### src/rtl/xp_addr_pkg.sv
package xp_addr_pkg;
  localparam int IDX_W = 4;

  typedef enum logic {
    LAY_PAIRED = 1'b0,
    LAY_SPLIT  = 1'b1
  } layout_e;

  typedef struct packed {
    logic             hit;
    logic             port;
    logic [IDX_W-1:0] idx;
  } sel_t;
endpackage

### src/rtl/xp_ptr_step.sv
module xp_ptr_step
  import xp_addr_pkg::*;
#(
  parameter int AW     = 8,
  parameter int NREG   = 11,
  parameter int B_BASE = 16
) (
  input  logic [AW-1:0] cur,
  input  layout_e       lay,
  input  logic          seq_off,
  output logic [AW-1:0] nxt
);
  localparam logic [AW-1:0] A_LAST = AW'(NREG - 1);
  localparam logic [AW-1:0] B_FRST = AW'(B_BASE);
  localparam logic [AW-1:0] B_LAST = AW'(B_BASE + NREG - 1);
  localparam logic [AW-1:0] P_LAST = AW'(2 * NREG - 1);

  always_comb begin
    nxt = cur;
    if (!seq_off) begin
      if (lay == LAY_SPLIT) begin
        if (cur == A_LAST)       nxt = B_FRST;
        else if (cur >= B_LAST)  nxt = '0;
        else                     nxt = cur + AW'(1);
      end else begin
        if (cur >= P_LAST)       nxt = '0;
        else                     nxt = cur + AW'(1);
      end
    end else if (lay == LAY_PAIRED && cur <= P_LAST) begin
      nxt = {cur[AW-1:1], ~cur[0]};
    end
  end
endmodule

### src/rtl/xp_sel_decode.sv
module xp_sel_decode
  import xp_addr_pkg::*;
#(
  parameter int AW     = 8,
  parameter int NREG   = 11,
  parameter int B_BASE = 16
) (
  input  logic [AW-1:0] cur,
  input  layout_e       lay,
  output sel_t          sel
);
  localparam logic [AW-1:0] B_FRST = AW'(B_BASE);
  localparam logic [AW-1:0] P_LAST = AW'(2 * NREG - 1);
  localparam logic [AW-1:0] N_V    = AW'(NREG);

  logic          in_b;
  logic [AW-1:0] off;

  always_comb begin
    in_b = (cur >= B_FRST);
    off  = in_b ? (cur - B_FRST) : cur;
    sel  = '0;
    if (lay == LAY_SPLIT) begin
      if (off < N_V) begin
        sel.hit  = 1'b1;
        sel.port = in_b;
        sel.idx  = off[IDX_W-1:0];
      end
    end else begin
      if (cur <= P_LAST) begin
        sel.hit  = 1'b1;
        sel.port = cur[0];
        sel.idx  = cur[IDX_W:1];
      end
    end
  end
endmodule

### src/rtl/xp_addr_ptr.sv
module xp_addr_ptr
  import xp_addr_pkg::*;
#(
  parameter int AW       = 8,
  parameter int NREG     = 11,
  parameter int B_BASE   = 16,
  parameter int CFG_IDX  = 5,
  parameter int BANK_BIT = 7,
  parameter int SEQ_BIT  = 5
) (
  input  logic             clk,
  input  logic             rst_n,
  input  logic             load_i,
  input  logic [AW-1:0]    load_addr_i,
  input  logic             byte_i,
  input  logic             byte_wr_i,
  input  logic [7:0]       wdata_i,
  output logic [AW-1:0]    ptr_o,
  output logic             hit_o,
  output logic             port_o,
  output logic [IDX_W-1:0] reg_idx_o,
  output logic             split_o,
  output logic             seq_off_o
);
  localparam logic [IDX_W-1:0] CFG_V = IDX_W'(CFG_IDX);

  logic [1:0]    rst_pipe;
  logic          rst_sync_n;
  logic [AW-1:0] ptr_q, ptr_d, step_nxt;
  layout_e       lay_q, lay_d;
  logic          seq_q, seq_d;
  logic          ptr_en, cfg_en;
  sel_t          sel;

  // reset: asserted asynchronously, released on a clock edge
  always_ff @(posedge clk or negedge rst_n) begin
    if (!rst_n) rst_pipe <= '0;
    else        rst_pipe <= {rst_pipe[0], 1'b1};
  end
  assign rst_sync_n = rst_pipe[1];

  xp_ptr_step #(.AW(AW), .NREG(NREG), .B_BASE(B_BASE)) u_step (
    .cur(ptr_q), .lay(lay_q), .seq_off(seq_q), .nxt(step_nxt)
  );

  xp_sel_decode #(.AW(AW), .NREG(NREG), .B_BASE(B_BASE)) u_dec (
    .cur(ptr_q), .lay(lay_q), .sel(sel)
  );

  // next state
  always_comb begin
    ptr_en = load_i | byte_i;
    ptr_d  = load_i ? load_addr_i : step_nxt;
    cfg_en = byte_i & byte_wr_i & ~load_i & sel.hit & (sel.idx == CFG_V);
    lay_d  = layout_e'(wdata_i[BANK_BIT]);
    seq_d  = wdata_i[SEQ_BIT];
  end

  // state registers
  always_ff @(posedge clk or negedge rst_sync_n) begin
    if (!rst_sync_n) begin
      ptr_q <= '0;
      lay_q <= LAY_PAIRED;
      seq_q <= 1'b0;
    end else begin
      if (ptr_en) ptr_q <= ptr_d;
      if (cfg_en) begin
        lay_q <= lay_d;
        seq_q <= seq_d;
      end
    end
  end

  assign ptr_o     = ptr_q;
  assign hit_o     = sel.hit;
  assign port_o    = sel.port;
  assign reg_idx_o = sel.idx;
  assign split_o   = (lay_q == LAY_SPLIT);
  assign seq_off_o = seq_q;
endmodule

### config.mk
export PLATFORM = sky130hd
export DESIGN_NAME = xp_addr_ptr
export DESIGN_NICKNAME = d
export VERILOG_FILES = /design/src/rtl/xp_addr_pkg.sv /design/src/rtl/xp_ptr_step.sv /design/src/rtl/xp_sel_decode.sv /design/src/rtl/xp_addr_ptr.sv
export SDC_FILE = /design/constraint.sdc
export NUM_CORES = 1
export LEC_CHECK = 0
export ABC_AREA = 1
export BUFFER_PORTS_ARGS = -buffer_cell sky130_fd_sc_hd__buf_2
export CORE_AREA = 2 2 52 54
export DETAILED_ROUTE_END_ITERATION = 7
export DIE_AREA = 0 0 54 56
export PLACE_DENSITY = 0.76
export SLEW_MARGIN = 10
export SYNTH_ARGS = -nofsm -noshare
export SYNTH_HDL_FRONTEND = slang
export SYNTH_HIERARCHICAL = 1
export SYNTH_SLANG_ARGS = --single-unit
### constraint.sdc
create_clock -name clk -period 2.3 [get_ports clk]
set_input_delay 0.69 -clock clk [delete_from_list [all_inputs] [get_ports clk]]
set_output_delay 0.69 -clock clk [all_outputs]
set_load 0.01 [all_outputs]
# Word-level counts from Yosys, hierarchy flattened
# Cells that the tools add are included.
# word_totals
register_bits,12
out_inout_bits,16
elab_cells,38
# op_classes
n_addsub,2
n_lt_le_gt_ge,5
n_eq_ne,4
n_mux,11
n_bitwise,8
n_reduce_logical,3
# op_table
cell,n
$mux W8,7
$ge A8 B5 Y1 const B,3
$mux W6,3
$add A8 B1 Y8 const B,1
$eq A8 B4 Y1 const B,1
$le A8 B5 Y1 const B,1
$lt A8 B4 Y1 const B,1
$sub A8 B5 Y8 const B,1
$and A1 B1 Y1,4
$eq A4 B3 Y1 const B,1
$reduce_and A2 Y1,2
$ne A3 B2 Y1 const B,1
$not A1 Y1,3
$ne A2 B2 Y1 const B,1
$logic_and A1 B1 Y1,1
$mux W1,1
$or A1 B1 Y1,1

# Longest topological paths before layout
# depth
word_depth,7
ltp_mapped,15
ltp_nobuf,15

# Modules after synthesis
# The synthesis kept the hierarchy.
# modules_own_cells
module,instances,cells_per_inst,area_each_um2,seq_area_each_um2
xp_addr_ptr,1,64,543.0,300.3
xp_ptr_step,1,78,374.1,0.0
xp_sel_decode,1,56,265.3,0.0

# Worst setup path after synthesis
# OpenSTA, ideal clock, no wires.
# synth_path
kind,flip-flop to output port
from,"reg ptr_q[4], in the netlist ptr_o[4]"
to,out reg_idx_o[2]
arrival_ns,1.413
slack_ns,0.197
path_stages_with_launch,9
n_path_buf,0
cell_sequence,dfrtp_1 inv_1 ha_1 inv_1 nor2_1 nand3_1 nand2_2 nand4_1 nand2_1
# synth_between
elab_chain_cells,5
elab_cells_between_ends,8
cone_classes,add/sub (1); order compare (3); mux (4)
# synth_rtl
item,line_no,source
from (decl),xp_addr_ptr.sv:29,"logic [AW-1:0] ptr_q, ptr_d, step_nxt;"
from (signal assigned),xp_addr_ptr.sv:66,if (ptr_en) ptr_q <= ptr_d;
$sub A8 B5 Y8 / $ge A8 B5 Y1 (equally long branches),"xp_sel_decode.sv:21, xp_sel_decode.sv:20",
$mux W8,xp_sel_decode.sv:21,off = in_b ? (cur - B_FRST) : cur;
$lt A8 B4 Y1,xp_sel_decode.sv:24,if (off < N_V) begin
$mux W6,xp_sel_decode.sv:24,
$mux W6 (*),xp_sel_decode.sv:23,if (lay == LAY_SPLIT) begin
to (decl),xp_addr_ptr.sv:21,"output logic [IDX_W-1:0] reg_idx_o,"
# Mark *: on every way between the ends. The rest lies on a longest branch, timed or not.

# Worst setup path in the final report
# Ends and elaborated chain as after synthesis.

==> flow_summary.json <==
{
  "cp_data_required_time_ns": 1.61,
  "power.total_w": 0.000611,
  "syn_area_um2": 1180,
  "die_h_um": 56,
  "cts_htree_levels": 1,
  "initial_core_util": 0.486,
  "final_core_util": 0.609,
  "cts.path.max_buffers": 2,
  "status": "finished with violations",
  "drtIter0Drc": 42,
  "die_area_um2": 3020,
  "min_period_over_period": 1.01,
  "grt_pass1_vias": 1052,
  "vias": 1305,
  "die_width_um": 54,
  "violations": "setup timing",
  "cp_slowest_cell": "dfrtp_2",
  "synth_cell_types": 21,
  "drc": 0,
  "finalSetupTns_ns": -0.118,
  "critPathArrivalTime_ns": 1.64,
  "cp-start-kind": "flip-flop",
  "layout.cells.most_common": "nand2_1",
  "finalSetupViolations": 6,
  "grt_overflow": 0,
  "fp.coreArea_um2": 2430,
  "tritoncts": "built",
  "yosysTopAreaCellShare": 0.260,
  "nets": 265,
  "clock_latency_ns": 0.26,
  "area_growth_pct": 25.3,
  "skew_ns": 0.000672,
  "top_level_ports": 37,
  "place_hpwl_um": 2120,
  "path_cells": "inv_2 -> ha_4 -> inv_1 -> nor2_1 -> nand3_1 -> nand2_4 -> nand4_1 -> nand2_1 -> buf_2",
  "ys_seq_area_frac": 0.254,
  "totalWireLength_um": 2740,
  "final_cell_mix": "nand2_1 (81), nand3_1 (31), buf_2 (30)",
  "cts_root_buffer": "clkbuf_4",
  "slew_violations": 0,
  "rows": 18,
  "total_leakage_power_nw": 0.852,
  "synth_cells": 198,
  "syn_avg_cell_area_um2": 5.97,
  "yosysWarnings": 6,
  "grt_pass1_wl_um": 4350,
  "place.gp.congestion": 0.915,
  "cp_max_fo": 6,
  "max_stage_delay_ns": 0.42,
  "fin_crit_ns": 2.33,
  "antenna_left": 0,
  "rsz0062_at_grt": "true",
  "wl_per_cell_um": 10.3,
  "crit_family": "simple AND/OR/NAND/NOR gates",
  "antenna_found_initial": 0,
  "synth.area.top_cells": "nand2_1 (26%), dfrtp_1 (25%), nand3_1 (14%)",
  "design_area_um2": 1480,
  "clock_sinks": 12,
  "crit_type": "flip-flop to output port",
  "grt_start_max_net_pins": 11,
  "critical_path_buf_inv_count": 3,
  "viasPerCell": 4.91,
  "powerDensity_nw_per_um2": 412,
  "synth_nets": 225,
  "clk_pin_slew_ns": 0.07,
  "numPortBuffers": 30,
  "num_antenna_cells": 0,
  "drt-pass1-iter-count": 4,
  "ys_ff_latch": 12,
  "ir_drop_uv": 408,
  "cts_buffers": 3,
  "grt_usage": 0.183,
  "final_layout_size_suffix_gt1_frac": 0.275,
  "synth_top_area_cell": "nand2_1",
  "finalHoldViolations": 0,
  "placed_area_um2": 1390,
  "endpoint_kind": "output port",
  "drv_cap": 0,
  "timing.fmax_ghz": 0.429,
  "hp-class": "flip-flop to async pin",
  "finalWorstSetupSlack_ns": -0.0314
}
==> logic make-up after synthesis <==
kind of cell               share of synthesized area
AOI/OAI and AO/OA                             0.0116
buffers and inverters                          0.116
DFF                                            0.254
adders and majority gates                     0.0635
other                                        0.00317
and+or+nand+nor                                0.551
==> through the flow <==
stage	hold slack (ns)	instances	worst slack (ns)
floorplan	0.121	198	0.197
global placement	0.161	262	0.207
detailed placement	0.169	262	0.171
CTS	0.167	266	-0.0285
global route	0.182	266	-0.129
finish	0.160	266	-0.0314
==> synthesized netlist by cell type (all sizes together) <==
cell	instances
dfrtp	12
nand3b	1
conb	1
ha	6
buf	2
nand4	7
nor3	2
nand3	35
or2	1
nor2	13
nand2	86
a21oi	2
inv	30
==> layout make-up <==
class	count	area [µm²]
sequential	12	302
inverter	30	115
clock buffer	3	22.5
fill	239	951
timing repair buffer	37	203
tap	30	37.5
multi-input combinational	154	802
==> path summary, 6_finish.rpt <==
| kind | depth (start not counted) | start | slack [ns] | endpoint |
|---|---|---|---|---|
| setup / recovery | 9 | ptr_o[4] | -0.03 | reg_idx_o[2] |
| hold / removal | 0 | rst_pipe[1] | 0.16 | ptr_o[2] |
| setup reg to reg | 15 | ptr_o[5] | 0.41 | seq_off_o |
| hold reg to reg | 0 | rst_pipe[1] | 0.16 | ptr_o[2] |
| max in group asynchronous | 0 | rst_pipe[1] | 1.84 | ptr_o[4] |
| min in group clk | 0 | rst_pipe[0] | 0.35 | rst_pipe[1] |
==> power breakdown <==
group	switching, W	internal, W	leakage [nW]
sequential	0.0000282	0.000226	0.150
combinational	0.000144	0.0000934	0.688
clock	0.0000595	0.0000603	0.0138
total	0.000231	0.000379	0.852
==> what timing repair did <==
| action | CTS | global route |
|---|---|---|
| endpoints found under the setup margin | 6 | 6 |
| hold buffers | 0 | 0 |
| pin swaps | 6 | 5 |
| resized for setup | 7 | 9 |
| setup buffers | 1 | 0 |
==> registers in the layout (all words and copies together), names as in the netlist <==
name and flops:
rst_pipe 2, seq_off_o 1, split_o 1, ptr_o 8
==> routing by layer <==
metal	track usage	up-vias	part of all wire
li1	-	700	-
met1	0.260	573	0.49
met2	0.307	32	0.47
met3	0.0323	0	0.045
met4	0	0	0
met5	0	-	0
No activity file was read; power rests on OpenSTA's default activity.
